$ cat src/rtl/cfg_scrub_pkg.sv
package cfg_scrub_pkg;

  typedef enum logic [2:0] {
    ST_IDLE,
    ST_SCAN,
    ST_DRAIN,
    ST_CMP,
    ST_FIX_RD,
    ST_FIX_WR
  } scrub_state_e;

  // Position code of one bit inside a row: never zero
  function automatic int bit_code(int word_idx, int bit_idx, int word_w);
    return word_idx * word_w + bit_idx + 1;
  endfunction

endpackage

$ cat src/rtl/cfg_scrub_sig.sv
module cfg_scrub_sig
  import cfg_scrub_pkg::*;
#(
  parameter int WORD_W = 16,
  parameter int WRD_W  = 3,
  parameter int SIG_W  = 9
) (
  input  logic              clk,
  input  logic              rst_n,
  input  logic              clear,
  input  logic              data_vld,
  input  logic [WRD_W-1:0]  data_idx,
  input  logic [WORD_W-1:0] data,
  input  logic              ref_vld,
  input  logic [SIG_W-1:0]  ref_in,
  output logic [SIG_W-1:0]  diff
);
  localparam int SYN_W = SIG_W - 1;

  logic [SIG_W-1:0] acc_q;
  logic [SIG_W-1:0] ref_q;

  // Contribution of one word: XOR of position codes plus parity
  function automatic logic [SIG_W-1:0] word_contrib(logic [WORD_W-1:0] d,
                                                    logic [WRD_W-1:0] w);
    logic [SIG_W-1:0] r;
    r = '0;
    for (int b = 0; b < WORD_W; b++) begin
      if (d[b]) begin
        r[SYN_W-1:0] = r[SYN_W-1:0] ^ SYN_W'(bit_code(int'(w), b, WORD_W));
        r[SYN_W]     = ~r[SYN_W];
      end
    end
    return r;
  endfunction

  always_ff @(posedge clk or negedge rst_n) begin
    if (!rst_n) begin
      acc_q <= '0;
      ref_q <= '0;
    end else begin
      if (clear)         acc_q <= '0;
      else if (data_vld) acc_q <= acc_q ^ word_contrib(data, data_idx);
      if (ref_vld)       ref_q <= ref_in;
    end
  end

  assign diff = acc_q ^ ref_q;

endmodule

$ cat src/rtl/cfg_scrub_cnt.sv
module cfg_scrub_cnt #(
  parameter int NUM_ROWS = 5,
  parameter int CNT_W    = 8,
  parameter int ROW_W    = 3,
  parameter int SUM_W    = 11
) (
  input  logic                      clk,
  input  logic                      rst_n,
  input  logic                      inc,
  input  logic [ROW_W-1:0]          inc_row,
  output logic [NUM_ROWS*CNT_W-1:0] cnt_flat,
  output logic [SUM_W-1:0]          sum
);

  for (genvar g = 0; g < NUM_ROWS; g++) begin : g_row
    logic [CNT_W-1:0] cnt_r;
    always_ff @(posedge clk or negedge rst_n) begin
      if (!rst_n) begin
        cnt_r <= '0;
      end else if (inc && inc_row == ROW_W'(g) && cnt_r != '1) begin
        cnt_r <= cnt_r + 1'b1;
      end
    end
    assign cnt_flat[g*CNT_W +: CNT_W] = cnt_r;
  end

  always_comb begin
    sum = '0;
    for (int r = 0; r < NUM_ROWS; r++) begin
      sum = sum + SUM_W'(cnt_flat[r*CNT_W +: CNT_W]);
    end
  end

endmodule

$ cat src/rtl/cfg_scrub_ctrl.sv
module cfg_scrub_ctrl
  import cfg_scrub_pkg::*;
#(
  parameter int NUM_ROWS = 5,
  parameter int WORDS    = 8,
  parameter int WORD_W   = 16,
  parameter int TMR_W    = 16,
  parameter int ROW_W    = 3,
  parameter int WRD_W    = 3,
  parameter int BIT_W    = 4,
  parameter int SIG_W    = 9,
  parameter int ADDR_W   = 6
) (
  input  logic              clk,
  input  logic              rst_n,
  input  logic              scrub_en,
  input  logic              cfg_done,
  input  logic [TMR_W-1:0]  interval,
  input  logic [SIG_W-1:0]  diff,
  input  logic [WORD_W-1:0] mem_rdata,
  output logic              mem_rd,
  output logic              mem_wr,
  output logic [ADDR_W-1:0] mem_addr,
  output logic [WORD_W-1:0] mem_wdata,
  output logic              ref_rd,
  output logic [ROW_W-1:0]  ref_row,
  output logic              acc_clear,
  output logic              scan_vld_q,
  output logic [WRD_W-1:0]  scan_idx_q,
  output logic              ref_vld_q,
  output logic              busy,
  output logic              start_evt,
  output logic              fix_evt,
  output logic              uncorr_evt,
  output logic [ROW_W-1:0]  fix_row
);
  localparam int SYN_W = SIG_W - 1;
  localparam int BITS  = WORDS * WORD_W;

  scrub_state_e     state;
  logic [ROW_W-1:0] row;
  logic [WRD_W-1:0] word;
  logic [TMR_W-1:0] timer;
  logic             recheck;
  logic [WRD_W-1:0] bad_word;
  logic [BIT_W-1:0] bad_bit;

  logic             mismatch;
  logic             fixable;
  logic [WRD_W-1:0] loc_word;
  logic [BIT_W-1:0] loc_bit;
  logic             last_word;
  logic             last_row;

  // Single-bit decode of a signature difference
  function automatic logic diff_fixable(logic [SIG_W-1:0] d);
    int s;
    s = int'(d[SYN_W-1:0]);
    return d[SYN_W] && (s != 0) && (s <= BITS);
  endfunction

  function automatic int diff_index(logic [SIG_W-1:0] d);
    return int'(d[SYN_W-1:0]) - 1;
  endfunction

  always_comb begin
    mismatch  = (diff != '0);
    fixable   = diff_fixable(diff);
    loc_word  = WRD_W'(diff_index(diff) / WORD_W);
    loc_bit   = BIT_W'(diff_index(diff) % WORD_W);
    last_word = (word == WRD_W'(WORDS - 1));
    last_row  = (row == ROW_W'(NUM_ROWS - 1));
  end

  assign start_evt  = (state == ST_IDLE) && scrub_en && cfg_done && (timer >= interval);
  assign fix_evt    = (state == ST_FIX_WR);
  assign uncorr_evt = (state == ST_CMP) && mismatch && !(fixable && !recheck);
  assign acc_clear  = start_evt || (state == ST_CMP) || (state == ST_FIX_WR);

  assign busy      = (state != ST_IDLE);
  assign mem_rd    = (state == ST_SCAN) || (state == ST_FIX_RD);
  assign mem_wr    = fix_evt;
  assign mem_addr  = (state == ST_SCAN) ? {row, word} : {row, bad_word};
  assign mem_wdata = mem_rdata ^ (WORD_W'(1) << bad_bit);
  assign ref_rd    = (state == ST_SCAN) && (word == '0);
  assign ref_row   = row;
  assign fix_row   = row;

  always_ff @(posedge clk or negedge rst_n) begin
    if (!rst_n) begin
      state      <= ST_IDLE;
      row        <= '0;
      word       <= '0;
      timer      <= '0;
      recheck    <= 1'b0;
      bad_word   <= '0;
      bad_bit    <= '0;
      scan_vld_q <= 1'b0;
      scan_idx_q <= '0;
      ref_vld_q  <= 1'b0;
    end else begin
      scan_vld_q <= (state == ST_SCAN);
      scan_idx_q <= word;
      ref_vld_q  <= ref_rd;
      unique case (state)
        ST_IDLE: begin
          if (scrub_en && cfg_done) begin
            if (timer >= interval) begin
              state   <= ST_SCAN;
              row     <= '0;
              word    <= '0;
              recheck <= 1'b0;
              timer   <= '0;
            end else begin
              timer <= timer + 1'b1;
            end
          end else begin
            timer <= '0;
          end
        end
        ST_SCAN: begin
          if (last_word) begin
            word  <= '0;
            state <= ST_DRAIN;
          end else begin
            word <= word + 1'b1;
          end
        end
        ST_DRAIN: state <= ST_CMP;
        ST_CMP: begin
          if (mismatch && fixable && !recheck) begin
            bad_word <= loc_word;
            bad_bit  <= loc_bit;
            state    <= ST_FIX_RD;
          end else begin
            recheck <= 1'b0;
            word    <= '0;
            if (last_row) begin
              state <= ST_IDLE;
            end else begin
              row   <= row + 1'b1;
              state <= ST_SCAN;
            end
          end
        end
        ST_FIX_RD: state <= ST_FIX_WR;
        ST_FIX_WR: begin
          recheck <= 1'b1;
          word    <= '0;
          state   <= ST_SCAN;
        end
        default: state <= ST_IDLE;
      endcase
    end
  end

endmodule

$ cat src/rtl/cfg_scrubber.sv
module cfg_scrubber #(
  parameter int NUM_ROWS = 5,
  parameter int WORDS    = 8,
  parameter int WORD_W   = 16,
  parameter int CNT_W    = 8,
  parameter int TMR_W    = 16,
  parameter int ROW_W    = (NUM_ROWS > 1) ? $clog2(NUM_ROWS) : 1,
  parameter int WRD_W    = (WORDS > 1) ? $clog2(WORDS) : 1,
  parameter int BIT_W    = (WORD_W > 1) ? $clog2(WORD_W) : 1,
  parameter int SIG_W    = $clog2(WORDS * WORD_W + 1) + 1,
  parameter int ADDR_W   = ROW_W + WRD_W,
  parameter int SUM_W    = CNT_W + ((NUM_ROWS > 1) ? $clog2(NUM_ROWS) : 1)
) (
  input  logic                      clk,
  input  logic                      rst_n,
  input  logic                      scrub_en,
  input  logic                      cfg_done,
  input  logic [TMR_W-1:0]          interval,
  output logic                      mem_rd,
  output logic                      mem_wr,
  output logic [ADDR_W-1:0]         mem_addr,
  output logic [WORD_W-1:0]         mem_wdata,
  input  logic [WORD_W-1:0]         mem_rdata,
  output logic                      ref_rd,
  output logic [ROW_W-1:0]          ref_row,
  input  logic [SIG_W-1:0]          ref_sig,
  output logic                      busy,
  output logic                      fix_pulse,
  output logic                      uncorr_flag,
  output logic [NUM_ROWS*CNT_W-1:0] row_cnt,
  output logic [SUM_W-1:0]          corr_sum
);

  logic [SIG_W-1:0] diff;
  logic             acc_clear;
  logic             scan_vld_q;
  logic [WRD_W-1:0] scan_idx_q;
  logic             ref_vld_q;
  logic             start_evt;
  logic             fix_evt;
  logic             uncorr_evt;
  logic [ROW_W-1:0] fix_row;

  cfg_scrub_ctrl #(
    .NUM_ROWS(NUM_ROWS), .WORDS(WORDS), .WORD_W(WORD_W), .TMR_W(TMR_W),
    .ROW_W(ROW_W), .WRD_W(WRD_W), .BIT_W(BIT_W), .SIG_W(SIG_W), .ADDR_W(ADDR_W)
  ) u_ctrl (
    .clk        (clk),
    .rst_n      (rst_n),
    .scrub_en   (scrub_en),
    .cfg_done   (cfg_done),
    .interval   (interval),
    .diff       (diff),
    .mem_rdata  (mem_rdata),
    .mem_rd     (mem_rd),
    .mem_wr     (mem_wr),
    .mem_addr   (mem_addr),
    .mem_wdata  (mem_wdata),
    .ref_rd     (ref_rd),
    .ref_row    (ref_row),
    .acc_clear  (acc_clear),
    .scan_vld_q (scan_vld_q),
    .scan_idx_q (scan_idx_q),
    .ref_vld_q  (ref_vld_q),
    .busy       (busy),
    .start_evt  (start_evt),
    .fix_evt    (fix_evt),
    .uncorr_evt (uncorr_evt),
    .fix_row    (fix_row)
  );

  cfg_scrub_sig #(
    .WORD_W(WORD_W), .WRD_W(WRD_W), .SIG_W(SIG_W)
  ) u_sig (
    .clk      (clk),
    .rst_n    (rst_n),
    .clear    (acc_clear),
    .data_vld (scan_vld_q),
    .data_idx (scan_idx_q),
    .data     (mem_rdata),
    .ref_vld  (ref_vld_q),
    .ref_in   (ref_sig),
    .diff     (diff)
  );

  cfg_scrub_cnt #(
    .NUM_ROWS(NUM_ROWS), .CNT_W(CNT_W), .ROW_W(ROW_W), .SUM_W(SUM_W)
  ) u_cnt (
    .clk      (clk),
    .rst_n    (rst_n),
    .inc      (fix_evt),
    .inc_row  (fix_row),
    .cnt_flat (row_cnt),
    .sum      (corr_sum)
  );

  always_ff @(posedge clk or negedge rst_n) begin
    if (!rst_n)          uncorr_flag <= 1'b0;
    else if (uncorr_evt) uncorr_flag <= 1'b1;
  end

  assign fix_pulse = fix_evt;

endmodule

$ cat config.mk
export PLATFORM = sky130hd
export DESIGN_NAME = cfg_scrubber
export DESIGN_NICKNAME = d
export VERILOG_FILES = /design/src/rtl/cfg_scrub_pkg.sv /design/src/rtl/cfg_scrub_sig.sv /design/src/rtl/cfg_scrub_cnt.sv /design/src/rtl/cfg_scrub_ctrl.sv /design/src/rtl/cfg_scrubber.sv
export SDC_FILE = /design/constraint.sdc
export NUM_CORES = 1
export LEC_CHECK = 0
export BUFFER_PORTS_ARGS = -buffer_cell sky130_fd_sc_hd__buf_2
export CAP_MARGIN = 20
export CORE_UTILIZATION = 35
export DETAILED_ROUTE_END_ITERATION = 8
export SLEW_MARGIN = 30
export SYNTH_ARGS = -nofsm -noshare
export SYNTH_HDL_FRONTEND = slang
export SYNTH_SLANG_ARGS = --single-unit
$ cat constraint.sdc
create_clock -name clk -period 5.2 [get_ports clk]
set_clock_uncertainty 0.15 [all_clocks]
set_input_delay 0.78 -clock clk [delete_from_list [all_inputs] [get_ports clk]]
set_output_delay 0.78 -clock clk [all_outputs]
set_load 0.005 [all_outputs]
# ---- Yosys cells after proc, flatten, opt, wreduce, memory -nomap -nowiden
# Index checks and enable logic that the tools add are counted.
dict set report word_totals {
  ff_bits 97
  input_bits 45
  out_inout_bits 82
}
dict set report classes {
  addsub 44
  n_lt_le_gt_ge 2
  eq_ne 20
  shift 1
  muxes 71
  n_bitwise 34
  reduce_logical 43
}
# cell count
set ops {}
lappend ops {{$mux W9} 50}
lappend ops {{$add A8 B2 Y8 const B} 15}
lappend ops {{$xor A8 B8 Y8} 15}
lappend ops {{$add A7 B4 Y8 const B} 8}
lappend ops {{$add A8 B1 Y8 const B} 5}
lappend ops {{$ne A8 B8 Y1 const B} 5}
lappend ops {{$add A11 B8 Y11} 3}
lappend ops {{$mux W3} 11}
lappend ops {{$add A7 B3 Y8 const B} 4}
lappend ops {{$mux W16} 2}
lappend ops {{$logic_and A1 B1 Y1} 22}
lappend ops {{$pmux W3 S6} 1}
lappend ops {{$xor A9 B9 Y9} 2}
lappend ops {{$add A16 B1 Y16 const B} 1}
lappend ops {{$add A7 B2 Y8 const B} 2}
lappend ops {{$ge A16 B16 Y1} 1}
lappend ops {{$shl A1 B4 Y16 const A} 1}
lappend ops {{$xor A16 B16 Y16} 1}
lappend ops {{$not A1 Y1} 15}
lappend ops {{$eq A3 B2 Y1 const B} 4}
lappend ops {{$eq A3 B3 Y1 const B} 4}
lappend ops {{$pmux W3 S4} 1}
lappend ops {{$add A8 B8 Y9} 1}
lappend ops {{$logic_not A3 Y1} 3}
lappend ops {{24 further kinds} 38}

# ---- Depth between registers and ports, before layout
dict set report depth {
  ltp_word 70
  ltp_mapped 15
  depth_no_buf 15
}

# ---- Cells and area by module
# From an unflattened synthesis, not the netlist that was laid out.
dict set report hier_totals {
  cells_unflattened 750
  area_unflattened_um2 7154.4
}
# mod n_inst cells_per_inst area_each_um2 seq_area_each_um2
set by_module_without_submodules {}
lappend by_module_without_submodules {cfg_scrub_cnt 1 307 2984.1 1001.0}
lappend by_module_without_submodules {cfg_scrub_ctrl 1 320 2845.2 950.9}
lappend by_module_without_submodules {cfg_scrub_sig 1 121 1293.7 450.4}
lappend by_module_without_submodules {cfg_scrubber 1 2 31.3 25.0}

# ---- Least setup slack after synthesis
# No wires, ideal clock.
dict set report synth_timing {
  path_type {flip-flop to output port}
  from {register u_cnt.g_row[2].cnt_r[1]}
  to {output port corr_sum[9]}
  arrival_time_ps 3433
  t_required_ps 4270
  setup_slack_ps 837
  path_stages_with_launch 16
  path_cell_list {dfrtp_1 > fa_1 > fa_1 > inv_1 > fa_1 > inv_1 > ha_1 > inv_1 > fa_1 > inv_1 > a21oi_1 > o21bai_1 > a21o_1 > a21oi_1 > o21ai_0 > xor2_1}
}
dict set report synth_via {
  elab_chain_len 3
}
# item line_no
set synth_rtl {}
lappend synth_rtl {{start: declaration} cfg_scrub_cnt.sv:16} ;# logic [CNT_W-1:0] cnt_r;
lappend synth_rtl {{start signal: assignment} cfg_scrub_cnt.sv:21} ;# cnt_r <= cnt_r + 1'b1;
lappend synth_rtl {{$add A11 B8 Y11 (3 in a row)} cfg_scrub_cnt.sv:30} ;# sum = sum + SUM_W'(cnt_flat[r*CNT_W +: CNT_W]);
lappend synth_rtl {{end: declaration} cfg_scrubber.sv:31} ;# output logic [SUM_W-1:0] corr_sum
# Every way passes these cells.

# ---- Final worst setup path
# Ends and elaborated chain as after synthesis.

==> impl_metrics.env <==
export IMPL_status="complete, but fails checks"
export IMPL_violations="design-rule violations"
export IMPL_synth_top_area_share=0.3722
export IMPL_cts_setup_buffers=0
export IMPL_place_ws_ps=553.6
export IMPL_vias=4796
export IMPL_mostFrequentLayoutCell="buf_2"
export IMPL_fin_crit_ps=4959
export IMPL_rr_worst_depth=9
export IMPL_drive_gt1_frac=0.2327
export IMPL_grt_pass1_vias=4765
export IMPL_io_pins=127
export IMPL_die_y_microns=138.5
export IMPL_min_from="u_ctrl.word[2]$_DFFE_PN0P_"
export IMPL_diodes=0
export IMPL_power_density_nw_per_um2=223.9
export IMPL_gp_congestion=0.8274
export IMPL_numPortBuffers=126
export IMPL_synth_edf_count=0
export IMPL_clk_latency_ps=350
export IMPL_crit_slowest_cell="fa_1"
export IMPL_synth_nets=746
export IMPL_design_area_sq_um=7761
export IMPL_synth_seq_cells=97
export IMPL_htree_levels=3
export IMPL_r2r_slack_ps=2400
export IMPL_wl_per_cell_microns=14.95
export IMPL_hold_buffers=0
export IMPL_cpPeakStageDelay_ps=540
export IMPL_rsz0062_at_grt="false"
export IMPL_routed_wl_microns=14860
export IMPL_grtUsageTotal=0.1660
export IMPL_cts_tree="done"
export IMPL_final_cell_mix="125 x buf_2, 97 x dfrtp_1, 60 x xnor2_1"
export IMPL_initial_core_util=0.3606
export IMPL_crit_fanout=5
export IMPL_total_power_w=0.001738
export IMPL_grt_first_pass_wirelength_microns=25090
export IMPL_syn_inst=632
export IMPL_place_hpwl_microns=11660
export IMPL_cts_max_path_buffers=2
export IMPL_yosys_warnings=0
export IMPL_overflow=0
export IMPL_timing_rr_start="u_ctrl.timer[13]$_DFFE_PN0N_"
export IMPL_hp_class="flop to flop"
export IMPL_synth_cell_types=57
export IMPL_place_inst=977
export IMPL_yosysTopAreaCell="dfrtp_1"
export IMPL_synth_area_leaders="dfrtp_1 37%, ha_1 8.8%, xnor2_1 8.1%, fa_1 7.1%, xor2_1 6.7%"
export IMPL_required_ps=4270
export IMPL_final_nets=874
export IMPL_clockRootBuffer="clkbuf_16"
export IMPL_drt_antenna_violating_nets=0
export IMPL_fin_setup_tns_ps=0
export IMPL_crit_family="adder cells"
export IMPL_num_rows=49
export IMPL_cts_sinks=97
export IMPL_relSlewSlack=0.4783
export IMPL_fillCellCount=1703
export IMPL_synthArstFlopShare=1.000
export IMPL_hold_viol=0
export IMPL_hold_depth=0
export IMPL_cap_viol_max_count=0
export IMPL_netlist_area_sq_um=6521
export IMPL_worstMarginPinSlew_ps=777.4
export IMPL_drc=8
export IMPL_drt_first_iter_violations=212
export IMPL_area_delta_synth_final_pct=19.01
export IMPL_die_w_microns=138.5
export IMPL_ys_seq_area_frac=0.3722
export IMPL_dr_pass1_iters=6
export IMPL_fmax_mhz=201.6
export IMPL_r2r_end="u_ctrl.timer[4]$_DFFE_PN0N_"
export IMPL_critPathBufInv=5
export IMPL_p_leak_nw=4.165
export IMPL_setup_ws_ps=240.8
export IMPL_antenna_found_initial=0
export IMPL_core_area_sq_um=18090
export IMPL_slew_viol_final=0
export IMPL_syn_area_per_cell_sq_um=10.32
export IMPL_clkTransAtPathRegs_ps=70
export IMPL_path_cells="fa_1 -> fa_1 -> inv_1 -> fa_1 -> inv_1 -> ha_1 -> inv_1 -> fa_1 -> inv_1 -> a21oi_1 -> o21bai_1 -> a21o_1 -> a21oi_1 -> o21ai_1 -> xor2_1 -> buf_2"
export IMPL_cts_buffers=9
export IMPL_via_per_inst=4.825
export IMPL_worstSetupPathType="flop to output port"
export IMPL_cts_resized=0
export IMPL_vdd_drop_max_v=0.0001430
export IMPL_dieArea_sq_um=19180
export IMPL_finalCritPeriodShare=0.9537
export IMPL_crit_path_start_kind="flop"
export IMPL_arrival_ps=4030
export IMPL_cp_end_kind="output port"
export IMPL_grt_max_degree=59
export IMPL_place_area_sq_um=7386
export IMPL_yosys_most_used_dff="dfrtp_1"
export IMPL_final_cells=994
export IMPL_setup_viol=0
export IMPL_hold_path_end="u_ctrl.scan_idx_q[2]$_DFF_PN0_"
area by class of cell:
cell class / instances / area [sq um] / area share
multi-input combinational: 482 / 3870 / 0.4986
sequential: 97 / 2427 / 0.3128
tap: 229 / 286.5 / 0.03692
timing repair buffer: 130 / 666.9 / 0.08593
clock buffer: 11 / 232.7 / 0.02999
clock inverter: 5 / 127.6 / 0.01644
inverter: 40 / 150.1 / 0.01935
per-stage QoR:
step	util	hold WS, ps
floorplan	-	257.9
global placement	0.4084	298.6
detailed placement	0.4084	301.6
CTS	0.4283	318.1
global route	0.4291	345.1
finish	0.4291	317.0
Yosys cell counts (16+ instances only):
| cell | instances |
|---|---|
| inv_1 | 39 |
| dfrtp_1 | 97 |
| o21ai_0 | 16 |
| fa_1 | 23 |
| nor2_1 | 39 |
| a21oi_1 | 27 |
| and3_1 | 16 |
| nand3_1 | 16 |
| xor2_1 | 50 |
| ha_1 | 46 |
| xnor2_1 | 60 |
| mux2_2 | 20 |
| nand2_1 | 50 |
registers in the layout (all words and copies together), names as in the netlist, 3 cells and up:
| name | flops |
|---|---|
| u_sig.ref_q | 9 |
| u_ctrl.scan_idx_q | 3 |
| u_ctrl.fix_row | 3 |
| u_cnt.g_row.cnt_r | 40 |
| u_ctrl.state | 3 |
| u_ctrl.bad_word | 3 |
| u_sig.acc_q | 9 |
| u_ctrl.bad_bit | 4 |
| u_ctrl.word | 3 |
| u_ctrl.timer | 16 |
logic make-up (layout without fill, tap and decap cells):
kind of cell | after synthesis | count (layout) | share of synthesized area
XOR/XNOR | 114 | 114 | 0.1608
AO/OA/AOI/OAI | 93 | 93 | 0.09305
AND/OR/NAND/NOR | 185 | 185 | 0.1433
flip-flops | 97 | 97 | 0.3722
adder cells (fa/ha/maj) | 69 | 69 | 0.1589
multiplexers | 21 | 21 | 0.03684
buffers and inverters | 53 | 186 | 0.03492
worst max-delay path by stage:
stage                                                    from     endpoint  slack [ps]  cells after the start
after floorplan           u_cnt.g_row[2].cnt_r[1]$_DFFE_PN0P_  corr_sum[9]         840                     15
after global placement    u_cnt.g_row[2].cnt_r[1]$_DFFE_PN0P_  corr_sum[9]         610                     16
after detailed placement  u_cnt.g_row[2].cnt_r[1]$_DFFE_PN0P_  corr_sum[9]         550                     16
after CTS                 u_cnt.g_row[2].cnt_r[1]$_DFFE_PN0P_  corr_sum[9]         140                     16
after global routing      u_cnt.g_row[2].cnt_r[1]$_DFFE_PN0P_  corr_sum[9]          40                     16
final                     u_cnt.g_row[2].cnt_r[1]$_DFFE_PN0P_  corr_sum[9]         240                     16
report_power, final:
group	leakage, nW	internal (W)	switching, W
sequential	1.33	0.000757	0.00000382
combinational	2.66	0.0000859	0.0000857
clock	0.170	0.000519	0.000286
per-layer routing:
| metal | track usage | wire length (microns) | vias to the layer above |
|---|---|---|---|
| li1 | - | - | 2413 |
| met2 | 0.2575 | 6757 | 92 |
| met5 | 0 | 0 | - |
| met3 | 0.03741 | 566 | 18 |
| met1 | 0.2288 | 7225 | 2273 |
| met4 | 0.05441 | 312 | 0 |
Note: power is estimated with default switching activity, not from simulation.
